$ cat src/rtl/qtc_pkg.sv
package qtc_pkg;
  localparam logic [2:0] ADDR_CTRL    = 3'd0;
  localparam logic [2:0] ADDR_COUNT   = 3'd1;
  localparam logic [2:0] ADDR_CEIL    = 3'd2;
  localparam logic [2:0] ADDR_PSC     = 3'd3;
  localparam logic [2:0] ADDR_REFRESH = 3'd4;
  localparam logic [2:0] ADDR_ACK     = 3'd5;

  localparam logic [2:0] FN_CLOCK  = 3'd0;
  localparam logic [2:0] FN_EDGE_A = 3'd1;
  localparam logic [2:0] FN_EDGE_B = 3'd2;
  localparam logic [2:0] FN_BOTH   = 3'd3;

  typedef struct packed {
    logic step;
    logic down;
    logic refresh;
    logic load;
    logic ack;
  } strobeT;
endpackage

$ cat src/rtl/qtc_ctrl.sv
module qtc_ctrl
  import qtc_pkg::*;
#(
  parameter int CNT_W = 16,
  parameter int PSC_W = 16
) (
  input  logic             clk,
  input  logic             rstN,
  input  logic             wrEn,
  input  logic [2:0]       wrAddr,
  input  logic [CNT_W-1:0] wrData,
  input  logic             qa,
  input  logic             qb,
  input  logic             wrapEv,
  output logic [CNT_W-1:0] ceilAct,
  output logic [CNT_W-1:0] loadVal,
  output strobeT           strb
);
  localparam int NCH = 2;

  logic             runEn, bufCeil;
  logic [2:0]       fnSel;
  logic [CNT_W-1:0] ceilReg;
  logic [PSC_W-1:0] pscReg, pscAct, pscCnt;
  logic [NCH-1:0]   qIn, qLvl, qEdge;
  logic             tick, wrCtrl, wrCeil, wrPsc, doRefresh, doUpdate;

  assign qIn = {qb, qa};

  for (genvar g = 0; g < NCH; g++) begin : gSync
    logic sNow, sOld;
    always_ff @(posedge clk or negedge rstN) begin
      if (!rstN) begin
        sNow <= 1'b0;
        sOld <= 1'b0;
      end else begin
        sNow <= qIn[g];
        sOld <= sNow;
      end
    end
    assign qLvl[g]  = sNow;
    assign qEdge[g] = sNow ^ sOld;
  end

  assign wrCtrl    = wrEn && (wrAddr == ADDR_CTRL);
  assign wrCeil    = wrEn && (wrAddr == ADDR_CEIL);
  assign wrPsc     = wrEn && (wrAddr == ADDR_PSC);
  assign doRefresh = wrEn && (wrAddr == ADDR_REFRESH);
  assign doUpdate  = doRefresh || wrapEv;
  assign tick      = (pscCnt == pscAct);

  always_comb begin
    strb         = '0;
    strb.refresh = doRefresh;
    strb.load    = wrEn && (wrAddr == ADDR_COUNT);
    strb.ack     = wrEn && (wrAddr == ADDR_ACK);
    unique case (fnSel)
      FN_CLOCK: begin
        strb.step = runEn && tick;
        strb.down = 1'b0;
      end
      FN_EDGE_A: begin
        strb.step = runEn && qEdge[0];
        strb.down = (qLvl[0] == qLvl[1]);
      end
      FN_EDGE_B: begin
        strb.step = runEn && qEdge[1];
        strb.down = (qLvl[0] != qLvl[1]);
      end
      FN_BOTH: begin
        strb.step = runEn && (qEdge[0] ^ qEdge[1]);
        strb.down = qEdge[0] ? (qLvl[0] == qLvl[1]) : (qLvl[0] != qLvl[1]);
      end
      default: begin
        strb.step = 1'b0;
        strb.down = 1'b0;
      end
    endcase
  end

  assign loadVal = wrData;

  always_ff @(posedge clk or negedge rstN) begin
    if (!rstN) begin
      runEn   <= 1'b0;
      bufCeil <= 1'b0;
      fnSel   <= FN_CLOCK;
      pscReg  <= '0;
      ceilReg <= '1;
    end else begin
      if (wrCtrl) begin
        runEn   <= wrData[0];
        bufCeil <= wrData[1];
        fnSel   <= wrData[4:2];
      end
      if (wrPsc)  pscReg  <= wrData[PSC_W-1:0];
      if (wrCeil) ceilReg <= wrData;
    end
  end

  always_ff @(posedge clk or negedge rstN) begin
    if (!rstN) begin
      ceilAct <= '1;
      pscAct  <= '0;
      pscCnt  <= '0;
    end else begin
      if (doUpdate) begin
        ceilAct <= ceilReg;
        pscAct  <= pscReg;
      end
      if (wrCeil && !bufCeil) ceilAct <= wrData;
      if (doRefresh) pscCnt <= '0;
      else if (runEn && fnSel == FN_CLOCK) pscCnt <= tick ? '0 : pscCnt + 1'b1;
    end
  end


  idle_mode_chk: assert property (@(posedge clk) disable iff (!rstN)
    (!runEn || fnSel > FN_BOTH) |-> !strb.step);


  clock_up_chk: assert property (@(posedge clk) disable iff (!rstN)
    (fnSel == FN_CLOCK && strb.step) |-> !strb.down);


  ceil_hold_chk: assert property (@(posedge clk) disable iff (!rstN)
    (bufCeil && !doUpdate) |=> $stable(ceilAct));
endmodule

$ cat src/rtl/qtc_datapath.sv
module qtc_datapath
  import qtc_pkg::*;
#(
  parameter int CNT_W = 16
) (
  input  logic             clk,
  input  logic             rstN,
  input  strobeT           strb,
  input  logic [CNT_W-1:0] loadVal,
  input  logic [CNT_W-1:0] ceil,
  output logic [CNT_W-1:0] count,
  output logic             dirDown,
  output logic             updFlag,
  output logic             updPulse,
  output logic             wrapEv
);
  logic liveStep, atLimit;

  assign liveStep = strb.step && !strb.refresh && !strb.load;
  assign atLimit  = strb.down ? (count == '0) : (count == ceil);
  assign wrapEv   = liveStep && atLimit;

  always_ff @(posedge clk or negedge rstN) begin
    if (!rstN) begin
      count    <= '0;
      dirDown  <= 1'b0;
      updFlag  <= 1'b0;
      updPulse <= 1'b0;
    end else begin
      if (strb.refresh)   count <= '0;
      else if (strb.load) count <= loadVal;
      else if (strb.step) begin
        if (strb.down) count <= atLimit ? ceil : count - 1'b1;
        else           count <= atLimit ? '0   : count + 1'b1;
      end
      if (liveStep) dirDown <= strb.down;
      if (wrapEv)        updFlag <= 1'b1;
      else if (strb.ack) updFlag <= 1'b0;
      updPulse <= wrapEv;
    end
  end


  wrap_up_chk: assert property (@(posedge clk) disable iff (!rstN)
    (liveStep && !strb.down && count == ceil) |=> (count == '0 && updFlag && updPulse));


  wrap_down_chk: assert property (@(posedge clk) disable iff (!rstN)
    (liveStep && strb.down && count == '0) |=> (count == $past(ceil) && updFlag && updPulse));


  refresh_clear_chk: assert property (@(posedge clk) disable iff (!rstN)
    strb.refresh |=> (count == '0));


  dir_track_chk: assert property (@(posedge clk) disable iff (!rstN)
    liveStep |=> (dirDown == $past(strb.down)));
endmodule

$ cat src/rtl/qtc_top.sv
module qtc_top
  import qtc_pkg::*;
#(
  parameter int CNT_W = 16,
  parameter int PSC_W = 16
) (
  input  logic             clk,
  input  logic             rstN,
  input  logic             wrEn,
  input  logic [2:0]       wrAddr,
  input  logic [CNT_W-1:0] wrData,
  input  logic             qa,
  input  logic             qb,
  output logic [CNT_W-1:0] count,
  output logic             dirDown,
  output logic             updFlag,
  output logic             updPulse
);
  strobeT           strb;
  logic [CNT_W-1:0] ceilAct, loadVal;
  logic             wrapEv;

  qtc_ctrl #(.CNT_W(CNT_W), .PSC_W(PSC_W)) uCtrl (
    .clk(clk), .rstN(rstN), .wrEn(wrEn), .wrAddr(wrAddr), .wrData(wrData),
    .qa(qa), .qb(qb), .wrapEv(wrapEv), .ceilAct(ceilAct), .loadVal(loadVal),
    .strb(strb)
  );

  qtc_datapath #(.CNT_W(CNT_W)) uData (
    .clk(clk), .rstN(rstN), .strb(strb), .loadVal(loadVal), .ceil(ceilAct),
    .count(count), .dirDown(dirDown), .updFlag(updFlag), .updPulse(updPulse),
    .wrapEv(wrapEv)
  );
endmodule

$ cat config.mk
export PLATFORM = sky130hd
export DESIGN_NAME = qtc_top
export DESIGN_NICKNAME = d
export VERILOG_FILES = /design/src/rtl/qtc_pkg.sv /design/src/rtl/qtc_ctrl.sv /design/src/rtl/qtc_datapath.sv /design/src/rtl/qtc_top.sv
export SDC_FILE = /design/constraint.sdc
export NUM_CORES = 1
export LEC_CHECK = 0
export BUFFER_PORTS_ARGS = -buffer_cell sky130_fd_sc_hd__buf_2
export CORE_MARGIN = 2
export CORE_UTILIZATION = 58
export DETAILED_ROUTE_END_ITERATION = 10
export GPL_TIMING_DRIVEN = 0
export PLACE_DENSITY = 0.89
export SLEW_MARGIN = 0
export SYNTH_ARGS = -nofsm -noshare
export SYNTH_HDL_FRONTEND = slang
export SYNTH_HIERARCHICAL = 1
export SYNTH_SLANG_ARGS = --single-unit
$ cat constraint.sdc
create_clock -name clk -period 8.9 [get_ports clk]
set_clock_uncertainty 0.2 [all_clocks]
set_input_delay 0.445 -clock clk [delete_from_list [all_inputs] [get_ports clk]]
set_output_delay 0.445 -clock clk [all_outputs]
set_load 0.005 [all_outputs]
Yosys cells after proc, flatten, opt, wreduce, memory -nomap -nowiden

Index checks and enable logic that the tools add are counted.
W data, S select, Z words.

Output and inout port bits: 19
Register bits after elaboration: 108
Bits of input ports: 24
Word-level logic and storage cells: 76

$add $sub $neg: 3
Reduce and logical (&&, ||, !) cells: 26
Mux-type cells: 16
Equality and inequality tests: 12
Bitwise gates (word level): 3

Operators with widths:

| operator                | number |
|---|---|
| $mux W16                | 11 |
| $add A16 B1 Y16 const B | 2 |
| $eq A16 B16 Y1          | 2 |
| $logic_not A16 Y1       | 1 |
| $sub A16 B1 Y16 const B | 1 |
| $logic_and A1 B1 Y1     | 15 |
| $eq A3 B2 Y1 const B    | 4 |
| $pmux W2 S4             | 1 |
| $eq A3 B1 Y1 const B    | 2 |
| $eq A3 B3 Y1 const B    | 2 |
| $logic_not A3 Y1        | 2 |
| $reduce_bool A2 Y1      | 3 |
| $mux W1                 | 4 |
| $logic_not A1 Y1        | 3 |
| $reduce_bool A3 Y1      | 1 |
| $xor A1 B1 Y1           | 3 |
| $eq A1 B1 Y1            | 1 |
| $logic_or A1 B1 Y1      | 1 |
| $ne A1 B1 Y1            | 1 |

Depth between registers and ports, before layout

Gate-level depths: netlist of the first run.

Depth in word-level cells: 10
Mapped depth: 14
Gate-level depth less buffers: 11

Modules after synthesis

Netlist of the first run, hierarchy kept.

By module, submodules not included:

| module       | times used | area an instance (µm²) | seq. area each (µm²) | cells an instance |
|---|---|---|---|---|
| qtc_ctrl     | 1          | 4,297.9                | 2,267.2              | 340 |
| qtc_datapath | 1          | 2,128.3                | 475.5                | 273 |

Worst setup path before layout of the first run

No wires, ideal clock.

Path type: input-to-reg
From: input wrAddr[1]
To: register uCtrl.pscAct[11]
Library setup time: 0.125 ns
Data arrival time: 3.093 ns
Path slack: 5.482 ns
Path buffers: 6
Stages: 13
Required time: 8.575 ns
Path through: nand4bb_1 -> buf_2 -> inv_1 -> clkbuf_1 -> clkbuf_1 -> buf_4 -> clkbuf_1 -> inv_1 -> nand2b_1 -> nor2_1 -> nor2_1 -> buf_2 -> mux2_2

Word-level cells in the longest chain between the ends: 7
Elaborated cells on any way between the ends: 10
Classes of those cells: 2 x eq/ne; 8 x reduce/logical

Ends and longest elaborated chain:

| element                          | line               | text |
|---|---|---|
| start: declaration               | qtc_top.sv:10      | `input logic [2:0] wrAddr,` |
| $eq A3 B3 Y1                     | qtc_ctrl.sv:48     | `assign doRefresh = wrEn && (wrAddr == ADDR_REFRESH);` |
| $logic_and A1 B1 Y1              | qtc_ctrl.sv:48     |  |
| net uCtrl.doRefresh              | qtc_ctrl.sv:26     | `logic tick, wrCtrl, wrCeil, wrPsc, doRefresh, doUpdate;` |
| $logic_not A1 Y1                 | qtc_datapath.sv:19 | `assign liveStep = strb.step && !strb.refresh && !strb.load;` |
| $logic_and A1 B1 Y1 (2 in a row) | qtc_datapath.sv:19 |  |
| $logic_and A1 B1 Y1              | qtc_datapath.sv:21 | `assign wrapEv = liveStep && atLimit;` |
| net wrapEv                       | qtc_top.sv:21      | `logic wrapEv;` |
| $logic_or A1 B1 Y1               | qtc_ctrl.sv:49     | `assign doUpdate = doRefresh \|\| wrapEv;` |
| end signal: assignment           | qtc_ctrl.sv:109    | `pscAct <= pscReg;` |
| end: declaration                 | qtc_ctrl.sv:24     | `logic [PSC_W-1:0] pscReg, pscAct, pscCnt;` |

The timed path passes the listed nets, and every way through them passes these cells.
A chain may end at the register's enable or synchronous reset.

==> results of run 1 <==
-- synthesized netlist by cell type, types with 7 or more instances --
master	instances	area, µm²
nand3_1	22	110
dfrtp_1	76	1900
xor2_1	18	158
nor2_1	56	210
buf_2	15	75.1
o211ai_1	7	52.6
clkbuf_1	23	86.3
buf_4	20	150
inv_1	10	37.5
a211oi_1	16	120
mux2_2	53	597
nor3_1	12	60.1
nand2b_1	7	43.8
nand2_1	22	82.6
dfstp_2	32	841
a21oi_1	39	195
mux2i_1	18	180
o21ai_0	11	55.1
a221oi_1	10	87.6
nand4_1	13	81.3
xnor2_1	54	473
-- layer usage --
| metal | part of all wire [%] | vias up | global-route usage [%] |
|---|---|---|---|
| li1 | - | 2316 | - |
| met1 | 41 | 2621 | 37.7 |
| met2 | 50 | 239 | 49.3 |
| met3 | 6.6 | 40 | 4.24 |
| met4 | 2.9 | 0 | 12.9 |
| met5 | 0 | - | 0 |
-- per-stage QoR --
step	setup slack (ns)	hold slack (ns)	utilization, %
after floorplan	5.48	-0.0506	-
after global placement	4.57	0.217	62.8
after detailed placement	4.45	0.228	63.1
after CTS	4.55	0.111	65.4
after global routing	4.26	0.130	65.4
final	4.38	0.131	65.4
-- area by class of cell --
| cell class | instances | area share [%] |
|---|---|---|
| inverters | 10 | 0.530 |
| clock buffers | 13 | 2.38 |
| plain buffers | 64 | 5.16 |
| flip-flops and latches | 108 | 38.7 |
| well taps | 140 | 2.47 |
| clock inverters | 3 | 0.636 |
| repair buffers | 46 | 3.81 |
| multi-input cells | 431 | 46.3 |
-- critical path: stages (launching register included) --
cell      delay (ns)
dfrtp_1         0.47
nor4b_1         0.95
buf_2           0.37
buf_2           0.32
a32o_1          0.17
clkbuf_1        0.39
nand2b_1        0.24
nand2b_1        0.26
nor2_1          0.29
nor2_1          0.17
buf_2           0.26
mux2_2          0.31
-- timing repair --
action / CTS / global route
endpoints found under the hold margin: 50 / 0
resized for setup: 0 / 0
hold buffers: 3 / 0
-- power by group --
group / switching [W] / internal (W)
sequential: 0.000120 / 0.000657
clock: 0.000169 / 0.000153
combinational: 0.000439 / 0.000375
-- cells by family after synthesis --
group | after synthesis | synth area share [%]
and+or+nand+nor | 164 | 14.3
buffers and inverters | 74 | 6.27
AOI/OAI and AO/OA | 121 | 14.2
adders and majority gates | 3 | 0.584
muxes | 71 | 12.1
xor gates and xnor gates | 72 | 9.81
DFF | 108 | 42.7
-- final timing paths --
check / slack (ns) / cells past startpoint / end / startpoint
setup / recovery: 4.38 / 11 / uCtrl/pscAct[13] / uCtrl/fnSel[1]
setup reg to reg: 4.38 / 11 / uCtrl/pscAct[13] / uCtrl/fnSel[1]
hold / removal: 0.13 / 3 / uCtrl/ceilAct[14] / wrData[14]
max in group asynchronous: 7.28 / 3 / uCtrl/ceilReg[9] / rstN
min in group asynchronous: 0.45 / 2 / uCtrl/gSync[1].sNow / rstN
hold reg to reg: 0.25 / 0 / uCtrl/gSync[0].sOld / uCtrl/gSync[0].sNow
-- state kept, by name, summed over array words and instances (netlist names) --
| name | cells |
|---|---|
| uCtrl/bufCeil | 1 |
| uCtrl/ceilAct | 16 |
| uCtrl/ceilReg | 16 |
| uCtrl/fnSel | 3 |
| uCtrl/gSync.sNow | 2 |
| uCtrl/gSync.sOld | 2 |
| uCtrl/pscAct | 16 |
| uCtrl/pscCnt | 16 |
| uCtrl/pscReg | 16 |
| uCtrl/runEn | 1 |
| uData/count | 16 |
| uData/dirDown | 1 |
| uData/updFlag | 1 |
| uData/updPulse | 1 |
==> metrics.md, run 1 <==
| Metric | Value |
|---|---|
| Die area | `~12000 µm²` |
| Largest net degree at the start of global routing | `about 60` |
| Post-synth ARST share | `100%` |
| Final TNS setup | `0 ns` |
| Syn_nets | `640` |
| Total global routing overflow | `0` |
| First-pass GRT wire length | `26.6 mm` |
| Antenna fix cells | `0` |
| Clock buffer depth | `2` |
| Setup crit end kind | `flop` |
| Vias in the first global route | `5112` |
| Initial antenna violation count | `0` |
| Commonest non-fill, non-tap cell in the layout | `dfrtp_1` |
| WL/cell | `roughly 20 µm` |
| Final Setup Violations | `0` |
| Initial core utilization | `between 50 and 60%` |
| Reg clk slew, reported paths | `~0.10 ns` |
| Highest-count cells in the layout ignoring fill and taps | `dfrtp_1, buf_2, nor2_1` |
| DP Cell Count | `about 800` |
| WS Path Type | `reg -> reg` |
| Fmax | `~220 MHz` |
| Die span in x | `roughly 110 µm` |
| Sink Count | `about 110` |
| ANT nets after route | `0` |
| CP arrival | `4.60 ns` |
| Peak supply drop | `around 0.00013 V` |
| Register area | `approximately 2700 µm²` |
| Slew HR | `between 20% and 30%` |
| Placer Congestion | `0.956` |
| # rows | `38` |
| Total design power | `~0.0019 W` |
| CP required | `roughly 9 ns` |
| Vias | `5216` |
| HP Class | `in -> reg` |
| Mapped Cells | `just over 600` |
| Seq/Total Area, Yosys | `a little over two fifths` |
| Fin area | `just over 7000 µm²` |
| # H-tree levels | `3` |
| Pwr Density | `between 200 and 300 nW/µm²` |
| CTS Buf Count | `9` |
| Unrepaired setup endpoints after global routing | `no` |
| Status | `finished, final reports clean` |
| Core ar. | `~11000 µm²` |
| CP Launch Type | `flop` |
| Area growth syn-to-layout | `10.3%` |
| Synth Register Bits | `108` |
| Fin. Hold Viols | `0` |
| Critical path fanouts, max | `10` |
| Detailed placement HPWL | `12.2 mm` |
| Drt drc | `0` |
| Leakage | `slightly below 3 nW` |
| Area of the multi-input gates | `~3300 µm²` |
| I/O pin count | `between 40 and 50` |
| Synth Flop Type | `dfrtp_1` |
| Nets@finish | `697` |
| Die span in y | `around 110 µm` |
| Final WL | `about 17 mm` |
| Post-Syn Area | `6430 µm²` |
| Clock Latency Late Sink | `around 0.38 ns` |
| TritonCTS clock tree | `done` |
| Syn Area/Cell | `roughly 10 µm²` |
| Placed Instance Area | `slightly below 7000 µm²` |
| First drt pass iteration count | `5` |
| Slew Viols, Final | `0` |
| CTS Root Cell | `clkbuf_8` |
| Number of synthesized flops with an enable pin | `0` |
| Global-route usage over all layers | `between 20% and 30%` |
| Post-CTS Setup Bufs | `0` |
| Fillers | `around 800` |
| Synth cell types | `between 60 and 70` |
| Layout cell share with drive strength beyond 1 | `between 30% and 40%` |
| DRT iter0 DRCs | `between 400 and 500` |
| Max_cap viols | `0` |
| Routed vias/inst | `about 6.4` |
| # port buffers | `between 40 and 50` |
| Tightest Pin Transition | `1.07 ns` |
| Ys Warns | `6` |
| Post-Layout Cell Count | `about 800` |
| Minimum clock period after layout | `around 4.5 ns` |
| Crit share post-route | `between 50% and 60%` |
No activity file was read; power rests on OpenSTA's default activity.
==> run 2: changes to the inputs <==
==> constraint.sdc (replaced) <==
create_clock -name clk -period 4.6 [get_ports clk]
set_clock_uncertainty 0.2 [all_clocks]
set_input_delay 0.23 -clock clk [delete_from_list [all_inputs] [get_ports clk]]
set_output_delay 0.23 -clock clk [all_outputs]
set_load 0.005 [all_outputs]
==> metrics.md, run 2 (synthesis gave the netlist of run 1 again) <==
| Metric | Value |
|---|---|
| Nets@finish | `713 (+2.3%)` |
| ANT nets after route | `0 (unchanged)` |
| First drt pass iteration count | `6 (+1)` |
| Pwr Density | `514 nW/µm² (+90%)` |
| Core ar. | `10800 µm² (unchanged)` |
| # port buffers | `42 (unchanged)` |
| Placer Congestion | `0.956 (unchanged)` |
| M1 WL | `6.94 mm (+1.8%)` |
| First-pass GRT wire length | `27.6 mm (+3.6%)` |
| Commonest non-fill, non-tap cell in the layout | `dfrtp_1` |
| Largest net degree at the start of global routing | `61 (unchanged)` |
| Total global routing overflow | `0 (unchanged)` |
| Reg clk slew, reported paths | `0.10 ns (about the same)` |
| Fin area | `7250 µm² (+2.3%)` |
| Initial antenna violation count | `0 (unchanged)` |
| HP Class | `in -> reg` |
| # rows | `38 (unchanged)` |
| Worst path cell trace | `clkbuf_1, xnor2_1, nand4_1, nor4_2, a32o_1, clkbuf_1, nand2b_1, nand2b_1, nor2_1, nor2_1, buf_2, mux2_2` |
| Hold WS | `0.102 ns (-0.0292 ns)` |
| Final WL | `17.2 mm (+3.3%)` |
| Register area | `2740 µm² (unchanged)` |
| Die area | `11900 µm² (unchanged)` |
| Top delay family on crit path | `simple AND/OR/NAND/NOR gates` |
| Critical path's largest stage delay | `0.79 ns (-0.16 ns)` |
| CP required | `4.67 ns (-4.30 ns)` |
| Metal2 WL | `8.58 mm (+3.5%)` |
| Fin. Hold Viols | `0 (unchanged)` |
| Detailed placement HPWL | `12.2 mm (unchanged)` |
| Slew Viols, Final | `0 (unchanged)` |
| Antenna fix cells | `0 (unchanged)` |
| Final Setup Violations | `0 (unchanged)` |
| Setup crit end kind | `flop` |
| CP Launch Type | `flop` |
| Routed vias/inst | `6.40 (about the same)` |
| WS Path Type | `reg -> reg` |
| Die span in x | `109 µm (unchanged)` |
| Leakage | `2.97 nW (+2.4%)` |
| Worst-path cell with the longest stage delay | `nor4_2` |
| Post-CTS Setup Bufs | `0 (unchanged)` |
| Final TNS setup | `0 ns (unchanged)` |
| Initial core utilization | `59.3% (unchanged)` |
| Crit share post-route | `91.7% (+41 points)` |
| Status | `finished, final reports clean` |
| Highest-count cells in the layout ignoring fill and taps | `dfrtp_1, buf_2, nor2_1` |
| Vias | `5320 (+2.0%)` |
| Clock Latency Late Sink | `0.38 ns (about the same)` |
| CTS Buf Count | `9 (unchanged)` |
| Tightest Pin Transition | `1.09 ns (+0.0143 ns)` |
| Global-route usage over all layers | `30.3% (+0.93 points)` |
| Peak supply drop | `0.000252 V (+92%)` |
| TritonCTS clock tree | `done` |
| Fillers | `767 (-4.5%)` |
| Area growth syn-to-layout | `12.9%` |
| Placed Instance Area | `6840 µm² (unchanged)` |
| CP arrival | `4.29 ns (-0.31 ns)` |
| Metal3 WL | `1.08 mm (-1.7%)` |
| Critical path fanouts, max | `10 (unchanged)` |
| Vias in the first global route | `5304 (+3.8%)` |
| Area of the multi-input gates | `3290 µm² (+0.19%)` |
| Slew HR | `26.6% (-0.97 points)` |
| Die span in y | `109 µm (unchanged)` |
| Fmax | `237 MHz (+7.3%)` |
| # H-tree levels | `3 (unchanged)` |
| Drt drc | `0 (unchanged)` |
| I/O pin count | `43 (unchanged)` |
| DRT iter0 DRCs | `432 (-1.8%)` |
| Clock buffer depth | `2 (unchanged)` |
| Layout cell share with drive strength beyond 1 | `29.7% (-0.56 points)` |
| WL/cell | `20.7 µm (+1.3%)` |
| Sink Count | `108 (unchanged)` |
| Max_cap viols | `0 (unchanged)` |
| CTS Root Cell | `clkbuf_8` |
| Buf/Inv on CP | `3 (-1)` |
| Top Metal Used | `met4` |
| Minimum clock period after layout | `4.22 ns (-0.308 ns)` |
| Unrepaired setup endpoints after global routing | `no` |
## run 2: changes by cell type in the layout (fill, tap and decap cells not counted)
cell and delta:
dlygate4sd3_1 +16, nor4b_2 +1, nor4b_1 -1
## run 2: path summary, 6_finish.rpt
check | slack [ns] | endpoint | from | cells after the start
hold / removal | 0.10 | uData/updFlag | wrEn | 3
max in group asynchronous | 3.21 | uCtrl/ceilReg[9] | rstN | 3
min in group asynchronous | 0.22 | uData/dirDown | rstN | 2
hold reg to reg | 0.25 | uCtrl/gSync[0].sOld | uCtrl/gSync[0].sNow | 0
setup reg to reg | 0.38 | uCtrl/pscAct[13] | uCtrl/pscCnt[2] | 12
setup / recovery | 0.38 | uCtrl/pscAct[13] | uCtrl/pscCnt[2] | 12
## run 2: per-stage QoR
| step | std cells | setup WS [ns] | utilization (%) | total power [W] |
|---|---|---|---|---|
| floorplan | 613 | 1.40 | - | 0.00262 |
| global placement | 795 | 0.436 | 62.8 | 0.00299 |
| detailed placement | 796 | 0.270 | 63.1 | 0.00305 |
| CTS | 831 | 0.252 | 66.8 | 0.00369 |
| global route | 831 | 0.167 | 66.9 | 0.00393 |
| finish | 831 | 0.383 | 66.9 | 0.00372 |
## run 2: layout make-up
cell class	instances	share of cell area [%]
clock inverters	3	0.621
inverters	10	0.518
multi-input cells	431	45.3
plain buffers	64	5.04
clock buffers	13	2.33
flip-flops and latches	108	37.8
well taps	140	2.42
repair buffers	62	5.94
## run 2: layer usage
metal	vias up	GRT usage, %
met5	-	0
met4	0	13.8
met3	64	4.36
met2	260	50.9
met1	2645	38.7
li1	2351	-
## run 2: power breakdown
part           internal (W)  switching (W)
clock              0.000297       0.000324
sequential          0.00127       0.000242
combinational      0.000735       0.000855
total               0.00230        0.00142
## run 2: repair_timing
| action | 4_1_cts | 5_1_grt |
|---|---|---|
| hold buffers | 19 | 0 |
| setup endpoints to repair | 0 | 21 |
| endpoints found under the hold margin | 103 | 0 |
| resized for setup | 0 | 1 |
## run 2: worst register-to-register path: cells and delay by family (launching register included)
kind / cells / cell delay (ns)
flip-flops: 1 / 0.34
AO/OA/AOI/OAI: 1 / 0.23
AND/OR/NAND/NOR: 6 / 1.87
multiplexers: 1 / 0.31
buffers and inverters: 3 / 0.98
XOR/XNOR: 1 / 0.18
==> run 3: changes to the inputs <==
--- a/config.mk
+++ b/config.mk
@@ -6,6 +6,7 @@
 export NUM_CORES = 1
 export LEC_CHECK = 0
 export BUFFER_PORTS_ARGS = -buffer_cell sky130_fd_sc_hd__buf_2
+export CORE_ASPECT_RATIO = 1.2
 export CORE_MARGIN = 2
 export CORE_UTILIZATION = 58
 export DETAILED_ROUTE_END_ITERATION = 10
==> metrics.md, run 3 (synthesis gave the netlist of run 1 again) <==
| Metric | Value |
|---|---|
| Status | `finished, final reports clean` |
| CTS Buf Count | `9 (unchanged)` |
| Fin. Hold Viols | `0 (unchanged)` |
| Crit share post-route | `92.8% (+1.1 points)` |
| Peak supply drop | `0.000284 V (+13%)` |
| Fmax | `234 MHz (-1.2%)` |
| Slew HR | `23.8% (-2.9 points)` |
| Die area | `11900 µm² (about the same)` |
| Commonest non-fill, non-tap cell in the layout | `dfrtp_1` |
| Total global routing overflow | `0 (unchanged)` |
| HP Class | `in -> reg` |
| CP required | `4.64 ns (-0.03 ns)` |
| Clock buffer depth | `2 (unchanged)` |
| Max_cap viols | `0 (unchanged)` |
| Largest net degree at the start of global routing | `80 (+31%)` |
| Sink Count | `108 (unchanged)` |
| Antenna fix cells | `0 (unchanged)` |
| Placer Congestion | `1.01 (+5.2%)` |
| I/O pin count | `43 (unchanged)` |
| WL/cell | `21.3 µm (+2.8%)` |
| Drt drc | `0 (unchanged)` |
| Initial antenna violation count | `0 (unchanged)` |
| Die span in y | `119 µm (+9.2%)` |
| WS Path Type | `reg -> reg` |
| Setup crit end kind | `flop` |
| Power share of the combinational group | `40.4% (-2.3 points)` |
| ANT nets after route | `0 (unchanged)` |
| Reg clk slew, reported paths | `0.07 ns (-0.03 ns)` |
| Post-Layout Cell Count | `821 (-1.2%)` |
| # port buffers | `42 (unchanged)` |
| Nets@finish | `711 (-0.28%)` |
| # rows | `42 (+11%)` |
| Clk pwr share | `20.9% (+4.2 points)` |
| Slew Viols, Final | `0 (unchanged)` |
| Die span in x | `100 µm (-8.4%)` |
| CP arrival | `4.31 ns (+0.02 ns)` |
| Vias in the first global route | `5352 (+0.90%)` |
| Final TNS setup | `0 ns (unchanged)` |
| Vias | `5290 (-0.56%)` |
| First drt pass iteration count | `5 (-1)` |
| # H-tree levels | `3 (unchanged)` |
| Switching part of the total | `37.4% (-0.72 points)` |
| Critical path fanouts, max | `10 (unchanged)` |
| Global-route usage over all layers | `30.4% (+0.20 points)` |
| Final WL | `17.5 mm (+1.5%)` |
| Leakage | `3.02 nW (+1.7%)` |
| DRT iter0 DRCs | `500 (+16%)` |
| Fillers | `818 (+6.6%)` |
| Layout cell share with drive strength beyond 1 | `29.9% (+0.23 points)` |
| Sequential power share | `38.7% (-1.9 points)` |
| Unrepaired setup endpoints after global routing | `no` |
| Final Setup Violations | `0 (unchanged)` |
| Detailed placement HPWL | `12.2 mm (+0.38%)` |
| CP Launch Type | `flop` |
| Tightest Pin Transition | `1.13 ns (+0.0425 ns)` |
| Int Power | `0.00245 W (+6.4%)` |
| Area growth syn-to-layout | `14.1%` |
| Switch Pwr | `0.00147 W (+3.2%)` |
| Pwr Density | `534 nW/µm² (+4.0%)` |
| CTS Root Cell | `clkbuf_16` |
| Initial core utilization | `58.8% (-0.49 points)` |
| Core ar. | `10900 µm² (+0.83%)` |
| Highest-count cells in the layout ignoring fill and taps | `dfrtp_1, buf_2, nor2_1` |
| Routed vias/inst | `6.44 (+0.65%)` |
| Minimum clock period after layout | `4.27 ns (+0.0509 ns)` |
| DP Cell Count | `788 (-1.0%)` |
| First-pass GRT wire length | `28.3 mm (+2.7%)` |
| Clock Latency Late Sink | `0.36 ns (-0.02 ns)` |
| TritonCTS clock tree | `done` |
==> run 3: final cells by class <==
type / count / area, µm² / share of cell area, %
Buffer: 64 / 365 / 4.98
Timing Repair Buffer: 60 / 410 / 5.60
Tap cell: 132 / 165 / 2.25
Clock buffer: 11 / 275 / 3.75
Clock inverter: 5 / 51.3 / 0.699
Multi-Input combinational cell: 431 / 3290 / 44.8
Sequential cell: 108 / 2740 / 37.4
Inverter: 10 / 37.5 / 0.512
==> run 3: metal layers <==
metal / vias up / wire length, µm / GRT usage (%) / part of all wire, %
li1: 2349 / - / - / -
met1: 2587 / 7030 / 40.4 / 40
met2: 294 / 8710 / 50.2 / 50
met3: 60 / 1170 / 4.17 / 6.7
met4: 0 / 581 / 12.6 / 3.3
met5: - / 0 / 0 / 0
==> run 3: path summary, 6_finish.rpt <==
kind	depth (start not counted)	startpoint	slack, ns	to
min reg2reg	0	uCtrl/gSync[0].sNow	0.25	uCtrl/gSync[0].sOld
min	2	wrData[2]	0.01	uCtrl/fnSel[0]
max reg2reg	12	uCtrl/pscCnt[3]	0.33	uCtrl/pscAct[12]
max in group asynchronous	3	rstN	3.29	uCtrl/ceilAct[7]
min in group asynchronous	2	rstN	0.16	uData/count[2]
max	12	uCtrl/pscCnt[3]	0.33	uCtrl/pscAct[12]
==> run 3: critical path: stages, from the launching register on <==
cell and delay (ns):
dfrtp_1 0.32, clkbuf_1 0.33, xnor2_1 0.18, nand4_1 0.12
nor4_2 0.84, a32o_1 0.24, clkbuf_1 0.40, nand2b_1 0.25
nand2b_1 0.26, nor2_1 0.27, nor2_1 0.18, buf_2 0.26
mux2_2 0.30
==> run 3: what timing repair did <==
| action | CTS | global route |
|---|---|---|
| buffers inserted | 0 | 0 |
| hold buffers | 17 | 0 |
| resized for setup | 0 | 1 |
| endpoints found under the setup margin | 0 | 22 |
| endpoints found under the hold margin | 63 | 0 |
==> run 3: per-stage QoR <==
stage | power (W) | setup slack, ns | hold slack [ns] | instance area, µm² | util [%]
2_1_floorplan | 0.00262 | 1.40 | -0.266 | 6430 | -
3_3_place_gp | 0.00297 | 0.470 | 0.141 | 6800 | 62.2
3_5_place_dp | 0.00304 | 0.386 | -0.00515 | 6830 | 62.5
4_1_cts | 0.00388 | 0.294 | 0.000291 | 7330 | 67.0
5_1_grt | 0.00412 | 0.189 | 0.0202 | 7330 | 67.1
6_report | 0.00392 | 0.332 | 0.0141 | 7330 | 67.1
==> run 3: power groups by stage <==
stage	Clock, W	Sequential [W]	Combinational, W
floorplan	0	0.00144	0.00118
global placement	0	0.00150	0.00147
detailed placement	0	0.00152	0.00152
CTS	0.000830	0.00151	0.00154
global route	0.000871	0.00155	0.00170
finish	0.000819	0.00152	0.00158
